[src/rtl/alu_flags_pkg.sv]
package alu_flags_pkg;

   typedef enum logic [2:0] {
      OP_ADD = 3'd0,
      OP_ADC = 3'd1,
      OP_SUB = 3'd2,
      OP_SBB = 3'd3,
      OP_AND = 3'd4,
      OP_OR  = 3'd5,
      OP_XOR = 3'd6,
      OP_CMP = 3'd7
   } alu_op_e;

   // packed: first member is the most significant bit
   typedef struct packed {
      logic ovf;
      logic sign;
      logic zero;
      logic aux;
      logic par;
      logic carry;
   } stat_flags_t;

   typedef struct packed {
      logic trap;
      logic ien;
      logic dir;
   } ctl_flags_t;

   localparam int STAT_N   = 6;
   localparam int CTL_N    = 3;
   localparam int FLAG_N   = STAT_N + CTL_N;
   localparam int FB_CARRY = 0;
   localparam int FB_PAR   = 1;
   localparam int FB_AUX   = 2;
   localparam int FB_ZERO  = 3;
   localparam int FB_SIGN  = 4;
   localparam int FB_OVF   = 5;

endpackage

[src/rtl/alu_datapath.sv]
module alu_datapath
   import alu_flags_pkg::*;
#(
   parameter int DATA_W   = 16,
   parameter int NARROW_W = 8
) (
   input  alu_op_e           op,
   input  logic              narrow,
   input  logic [DATA_W-1:0] a,
   input  logic [DATA_W-1:0] b,
   input  logic              cf_in,
   output logic [DATA_W-1:0] res,
   output logic              res_valid,
   output logic              carry,
   output logic              ovf,
   output logic              aux
);
   localparam int EXT_W  = DATA_W + 1;
   localparam int HIGH_W = DATA_W - NARROW_W;

   logic [DATA_W-1:0] mask, a_m, b_m, b_x, sum_r, logic_r;
   logic [EXT_W-1:0]  sum_ext;
   logic              is_sub, is_logic, use_cin, cin, cout;
   logic              msb_a, msb_bx, msb_r;

   always_comb begin
      mask     = narrow ? {{HIGH_W{1'b0}}, {NARROW_W{1'b1}}} : {DATA_W{1'b1}};
      a_m      = a & mask;
      b_m      = b & mask;
      is_sub   = (op == OP_SUB) || (op == OP_SBB) || (op == OP_CMP);
      is_logic = (op == OP_AND) || (op == OP_OR) || (op == OP_XOR);
      use_cin  = (op == OP_ADC) || (op == OP_SBB);
      // subtract as add of the inverted operand; borrow is an inverted carry
      b_x      = is_sub ? (~b & mask) : b_m;
      cin      = is_sub ? ~(use_cin & cf_in) : (use_cin & cf_in);
      sum_ext  = {1'b0, a_m} + {1'b0, b_x} + EXT_W'(cin);
      sum_r    = sum_ext[DATA_W-1:0] & mask;
      cout     = narrow ? sum_ext[NARROW_W] : sum_ext[DATA_W];
      msb_a    = narrow ? a_m[NARROW_W-1] : a_m[DATA_W-1];
      msb_bx   = narrow ? b_x[NARROW_W-1] : b_x[DATA_W-1];
      msb_r    = narrow ? sum_r[NARROW_W-1] : sum_r[DATA_W-1];

      case (op)
         OP_AND:  logic_r = a_m & b_m;
         OP_OR:   logic_r = a_m | b_m;
         OP_XOR:  logic_r = a_m ^ b_m;
         default: logic_r = '0;
      endcase

      res       = is_logic ? logic_r : sum_r;
      res_valid = (op != OP_CMP);
      carry     = !is_logic && (cout ^ is_sub);
      ovf       = !is_logic && (msb_a == msb_bx) && (msb_r != msb_a);
      // carry or borrow across the nibble boundary, same form for both
      aux       = !is_logic && (a_m[4] ^ b_m[4] ^ sum_r[4]);
   end

endmodule

[src/rtl/alu_status.sv]
module alu_status #(
   parameter int DATA_W   = 16,
   parameter int NARROW_W = 8,
   parameter int PAR_W    = 8
) (
   input  logic [DATA_W-1:0] res,
   input  logic              narrow,
   output logic              sign,
   output logic              zero,
   output logic              par
);
   logic [PAR_W:0] chain;

   assign chain[0] = 1'b1;
   for (genvar gi = 0; gi < PAR_W; gi++) begin : g_par
      assign chain[gi+1] = chain[gi] ^ res[gi];
   end
   assign par = chain[PAR_W];

   always_comb begin
      sign = narrow ? res[NARROW_W-1] : res[DATA_W-1];
      zero = narrow ? (res[NARROW_W-1:0] == '0) : (res == '0);
   end

endmodule

[src/rtl/alu_flag_reg.sv]
module alu_flag_reg
   import alu_flags_pkg::*;
(
   input  logic               clk,
   input  logic               rst_n,
   input  logic               stat_we,
   input  stat_flags_t        stat_d,
   input  logic               ctl_we,
   input  logic [CTL_N-1:0]   ctl_d,
   output logic [FLAG_N-1:0]  flags
);
   stat_flags_t      stat_q;
   logic [CTL_N-1:0] ctl_q;

   always_ff @(posedge clk or negedge rst_n) begin
      if (!rst_n)       stat_q <= '0;
      else if (stat_we) stat_q <= stat_d;
   end

   for (genvar gi = 0; gi < CTL_N; gi++) begin : g_ctl
      always_ff @(posedge clk or negedge rst_n) begin
         if (!rst_n)      ctl_q[gi] <= 1'b0;
         else if (ctl_we) ctl_q[gi] <= ctl_d[gi];
      end
   end

   assign flags = {ctl_q, stat_q};

   assert_stat_hold_R11: assert property (@(posedge clk) disable iff (!rst_n)
      !stat_we |=> $stable(flags[STAT_N-1:0]));
   assert_ctl_hold_R11: assert property (@(posedge clk) disable iff (!rst_n)
      !ctl_we |=> $stable(flags[FLAG_N-1:STAT_N]));
   assert_ctl_load_R11: assert property (@(posedge clk) disable iff (!rst_n)
      ctl_we |=> flags[FLAG_N-1:STAT_N] == $past(ctl_d));

endmodule

[src/rtl/alu_flags_unit.sv]
module alu_flags_unit
   import alu_flags_pkg::*;
#(
   parameter int DATA_W   = 16,
   parameter int NARROW_W = 8,
   parameter int PAR_W    = 8
) (
   input  logic              clk,
   input  logic              rst_n,
   input  logic [2:0]        op_i,
   input  logic              narrow_i,
   input  logic [DATA_W-1:0] a_i,
   input  logic [DATA_W-1:0] b_i,
   input  logic              stat_we_i,
   input  logic              ctl_we_i,
   input  logic [2:0]        ctl_i,
   output logic [DATA_W-1:0] res_o,
   output logic              res_valid_o,
   output logic [8:0]        flags_o
);
   if (NARROW_W < 8 || NARROW_W >= DATA_W) begin : g_bad_narrow
      $error("alu_flags_unit: NARROW_W must be at least 8 and below DATA_W");
   end
   if (PAR_W > NARROW_W) begin : g_bad_par
      $error("alu_flags_unit: PAR_W must not exceed NARROW_W");
   end

   alu_op_e     op;
   stat_flags_t stat_n;
   logic [DATA_W-1:0] res_w;
   logic carry_w, ovf_w, aux_w, sign_w, zero_w, par_w;

   assign op = alu_op_e'(op_i);

   alu_datapath #(.DATA_W(DATA_W), .NARROW_W(NARROW_W)) u_dp (
      .op(op), .narrow(narrow_i), .a(a_i), .b(b_i), .cf_in(flags_o[FB_CARRY]),
      .res(res_w), .res_valid(res_valid_o), .carry(carry_w), .ovf(ovf_w), .aux(aux_w)
   );

   alu_status #(.DATA_W(DATA_W), .NARROW_W(NARROW_W), .PAR_W(PAR_W)) u_st (
      .res(res_w), .narrow(narrow_i), .sign(sign_w), .zero(zero_w), .par(par_w)
   );

   always_comb begin
      stat_n.carry = carry_w;
      stat_n.par   = par_w;
      stat_n.aux   = aux_w;
      stat_n.zero  = zero_w;
      stat_n.sign  = sign_w;
      stat_n.ovf   = ovf_w;
   end

   alu_flag_reg u_fr (
      .clk(clk), .rst_n(rst_n), .stat_we(stat_we_i), .stat_d(stat_n),
      .ctl_we(ctl_we_i), .ctl_d(ctl_i), .flags(flags_o)
   );

   assign res_o = res_w;

   assert_add_wide_R2: assert property (@(posedge clk) disable iff (!rst_n)
      (op_i == 3'd0 && !narrow_i) |-> ({carry_w, res_o} == ({1'b0, a_i} + {1'b0, b_i})));
   assert_sub_borrow_R3: assert property (@(posedge clk) disable iff (!rst_n)
      (op_i == 3'd2 && !narrow_i) |-> (carry_w == (a_i < b_i)));
   assert_logic_clear_R8: assert property (@(posedge clk) disable iff (!rst_n)
      (stat_we_i && (op_i == 3'd4 || op_i == 3'd5 || op_i == 3'd6))
      |=> (!flags_o[FB_CARRY] && !flags_o[FB_OVF]));
   assert_parity_R7: assert property (@(posedge clk) disable iff (!rst_n)
      stat_we_i |=> flags_o[FB_PAR] == ~^$past(res_o[PAR_W-1:0]));
   assert_zero_wide_R5: assert property (@(posedge clk) disable iff (!rst_n)
      (stat_we_i && !narrow_i) |=> flags_o[FB_ZERO] == ($past(res_o) == '0));
   assert_narrow_high_R9: assert property (@(posedge clk) disable iff (!rst_n)
      narrow_i |-> (res_o[DATA_W-1:NARROW_W] == '0));
   assert_cmp_sub_R10: assert property (@(posedge clk) disable iff (!rst_n)
      (op_i == 3'd7) |-> (!res_valid_o && res_o == ((a_i - b_i) &
         (narrow_i ? {{(DATA_W-NARROW_W){1'b0}}, {NARROW_W{1'b1}}} : {DATA_W{1'b1}}))));

endmodule

[config.mk]
export PLATFORM = sky130hd
export DESIGN_NAME = alu_flags_unit
export DESIGN_NICKNAME = d
export VERILOG_FILES = /design/src/rtl/alu_flags_pkg.sv /design/src/rtl/alu_datapath.sv /design/src/rtl/alu_status.sv /design/src/rtl/alu_flag_reg.sv /design/src/rtl/alu_flags_unit.sv
export SDC_FILE = /design/constraint.sdc
export NUM_CORES = 1
export LEC_CHECK = 0
export ABC_AREA = 0
export BUFFER_PORTS_ARGS = -buffer_cell sky130_fd_sc_hd__buf_2
export CORE_MARGIN = 1.5
export CORE_UTILIZATION = 28
export DETAILED_ROUTE_END_ITERATION = 12
export PLACE_DENSITY = 0.57
export SYNTH_ARGS = -nofsm -noshare
export SYNTH_HDL_FRONTEND = slang
export SYNTH_SLANG_ARGS = --single-unit
[constraint.sdc]
create_clock -name clk -period 5.8 [get_ports clk]
set_input_delay 0.29 -clock clk [delete_from_list [all_inputs] [get_ports clk]]
set_output_delay 0.29 -clock clk [all_outputs]
set_load 0.01 [all_outputs]
==> out/qor.yml <==
outcome:
  outcome: "finished clean"
grt:
  overflow: 0
  track_usage: 0.153
  grt_pass1_vias: 2695
  grt_pass1_wl_um: 13000
  antenna_found_initial: 0
  grt_max_degree: 44
final_layout:
  area_growth_syn_to_layout_pct: 17.8
  fin_util: 0.339
  fin_nets: 533
  nFillCells: 1062
  diodes: 0
  largest_reg_flops: 9
  drive_gt1_frac: 0.198
  final_area_um2: 3300
pwr:
  power_mw: 0.565
  clkPwrFrac: 0.132
  power.density_nw_per_um2: 171
  p_sw_frac: 0.456
  p_switching_mw: 0.258
  p_leak_nw: 1.69
  max-vdd-ir-drop_mv: 0.0780
  seq_power_share: 0.143
  power_frac_comb: 0.724
  p_int_mw: 0.307
clock_tree:
  cts_tree: "yes"
  cts_resized: 0
  post-cts-setup-buffer-count: 0
  cts_made_buffers: 3
  cts-root-buf: "clkbuf_8"
  ctsHoldBuffers: 1
  clock_path_buffers: 2
  cts_max_level: 1
  worstSkewPairLatency_ps: 230
  clk_pin_slew_worst_paths_ps: 50
  cts_sinks: 9
synthesis:
  synth_fp_nets: 475
  syn_area_um2: 2800
  ys_seq_area_frac: 0.0805
  syn_inst: 382
  yosys-top-cells-area: "ha_1 (21%), dfrtp_1 (8.0%), inv_1 (6.4%)"
  ys_types: 64
  synthArstFlopShare: 1.00
  synth_seq_cells: 9
  avgSynthCellArea_um2: 7.33
  synth_common_cells: "ha_1 (48), inv_1 (48), nand2_1 (30)"
  synth_warnings: 0
  synth_ff_type: "dfrtp_1"
  synth_top_cell_by_area: "ha_1"
  synth_top_area_frac: 0.215
  synth-edff-count: 0
floorplan:
  design.core.area_um2: 9730
  boundaryPins: 69
  die_area_um2: 10600
  die_width_um: 103
  num_rows: 36
  die_h_um: 103
  initial_core_util: 0.288
route:
  wl_per_cell_um: 14.3
  drt_pass1_iterations: 4
  post-route-drc-count: 0
  drt-vias-per-instance: 4.99
  routed_wl_um: 8160
  num_vias: 2855
  detail-route-antenna-nets: 0
  drt-initial-drc-count: 96
worst_setup_path:
  end_kind: "output port"
  start_kind: "input port"
  worstPathArrival_ps: 3700
  worstPathMaxFanout: 43
  cp_data_required_time_ps: 5510
  path_class: "input port to output port"
sta:
  post-route-min-period_ps: 3990
  worstMarginPinSlew_ps: 728
  slew_headroom: 0.515
  setup_viol: 0
  rsz0062_at_grt: "false"
  slew_viol_final: 0
  worst_clock_skew_ps: 0.637
  hold_viol: 0
  max_freq_mhz: 251
  fin_crit_sh: 0.688
  totalNegativeSetupSlack_ps: 0
placed_design:
  placed_area_um2: 3240
  gp_routability_congestion: 0.844
  port_buffers: 68
  hpwl_um: 6500
run:
  max_cap_viol_count: 0
hold_path:
  worst_hold_path_type: "input port to flip-flop"
==> path summary, 6_finish.rpt <==
check | start | to | slack [ps] | depth (start not counted)
max | op_i[0] | res_o[13] | 1810 | 14
min | ctl_i[0] | u_fr.flags[6] | 280 | 2
max reg2reg | u_fr.flags[0] | u_fr.flags[1] | 2400 | 14
min reg2reg | u_fr.flags[7] | u_fr.flags[7] | 500 | 1
max in group asynchronous | rst_n | u_fr.flags[3] | 5170 | 2
min in group asynchronous | rst_n | u_fr.flags[6] | 440 | 2
==> logic make-up after synthesis <==
logic type,count (synthesis),share of synthesized area
buffers and inverters,67,0.0939
adder cells (fa/ha/maj),50,0.229
AND/OR/NAND/NOR,117,0.214
multiplexers,8,0.0304
flip-flops,9,0.0805
AO/OA/AOI/OAI,101,0.254
XOR/XNOR,30,0.0988
==> routing by layer <==
metal | track usage | share of wire | vias to the layer above
li1 | - | - | 1449
met5 | 0 | 0 | -
met1 | 0.196 | 0.46 | 1339
met2 | 0.282 | 0.50 | 63
met4 | 0.0229 | 0.0071 | 0
met3 | 0.0149 | 0.032 | 4
==> placed cells by master, fill, tap and decap left out, types with 3 or more instances in the layout <==
cell type,Yosys,final
a211oi_1,11,11
a21o_1,4,4
a21oi_1,23,23
a221oi_1,3,3
buf_2,5,68
clkbuf_8,0,3
dfrtp_1,9,9
ha_1,48,48
inv_1,48,48
mux2_2,4,4
mux2i_1,4,4
nand2_1,30,30
nand2b_1,24,24
nand3_1,3,3
nor2_1,27,27
nor2b_1,3,3
nor3_1,7,7
o21a_1,5,5
o21ai_0,20,20
o22ai_1,6,6
or3_1,7,7
xnor2_1,17,17
xor2_1,12,12
==> critical path, cell delays in order <==
cell and delay [ps]:
buf_2 560, nand2b_1 210, nand2_1 90, buf_4 270, xnor2_1 160, ha_1 370, nand2_1 90, a211oi_2 250
o21ai_1 200, a211oi_1 250, a211oi_1 110, or4b_1 520, nand3_1 140, buf_2 160
==> power by group through the flow <==
stage,sequential [mW],combinational (mW),clock (mW)
after CTS,0.0811,0.412,0.0779
after global routing,0.0827,0.455,0.0838
after detailed placement,0.0820,0.409,0
final,0.0809,0.409,0.0747
after global placement,0.0821,0.404,0
after floorplan,0.0863,0.290,0
==> cell type report <==
type	count	area [um2]	area share
Multi-Input combinational cell	306	2310	0.701
Sequential cell	9	225	0.0683
Tap cell	133	166	0.0505
Inverter	49	184	0.0558
Clock inverter	1	5.00	0.00152
Timing Repair Buffer	71	365	0.111
Clock buffer	3	41.3	0.0125
==> metrics by stage <==
stage	instances	worst slack, ps	hold WS (ps)
after CTS	572	1800	278
final	572	1810	284
after global routing	572	1490	275
after detailed placement	567	1720	157
after floorplan	382	1670	-5.59
after global placement	567	1820	159
No activity file was read; power rests on OpenSTA's default activity.
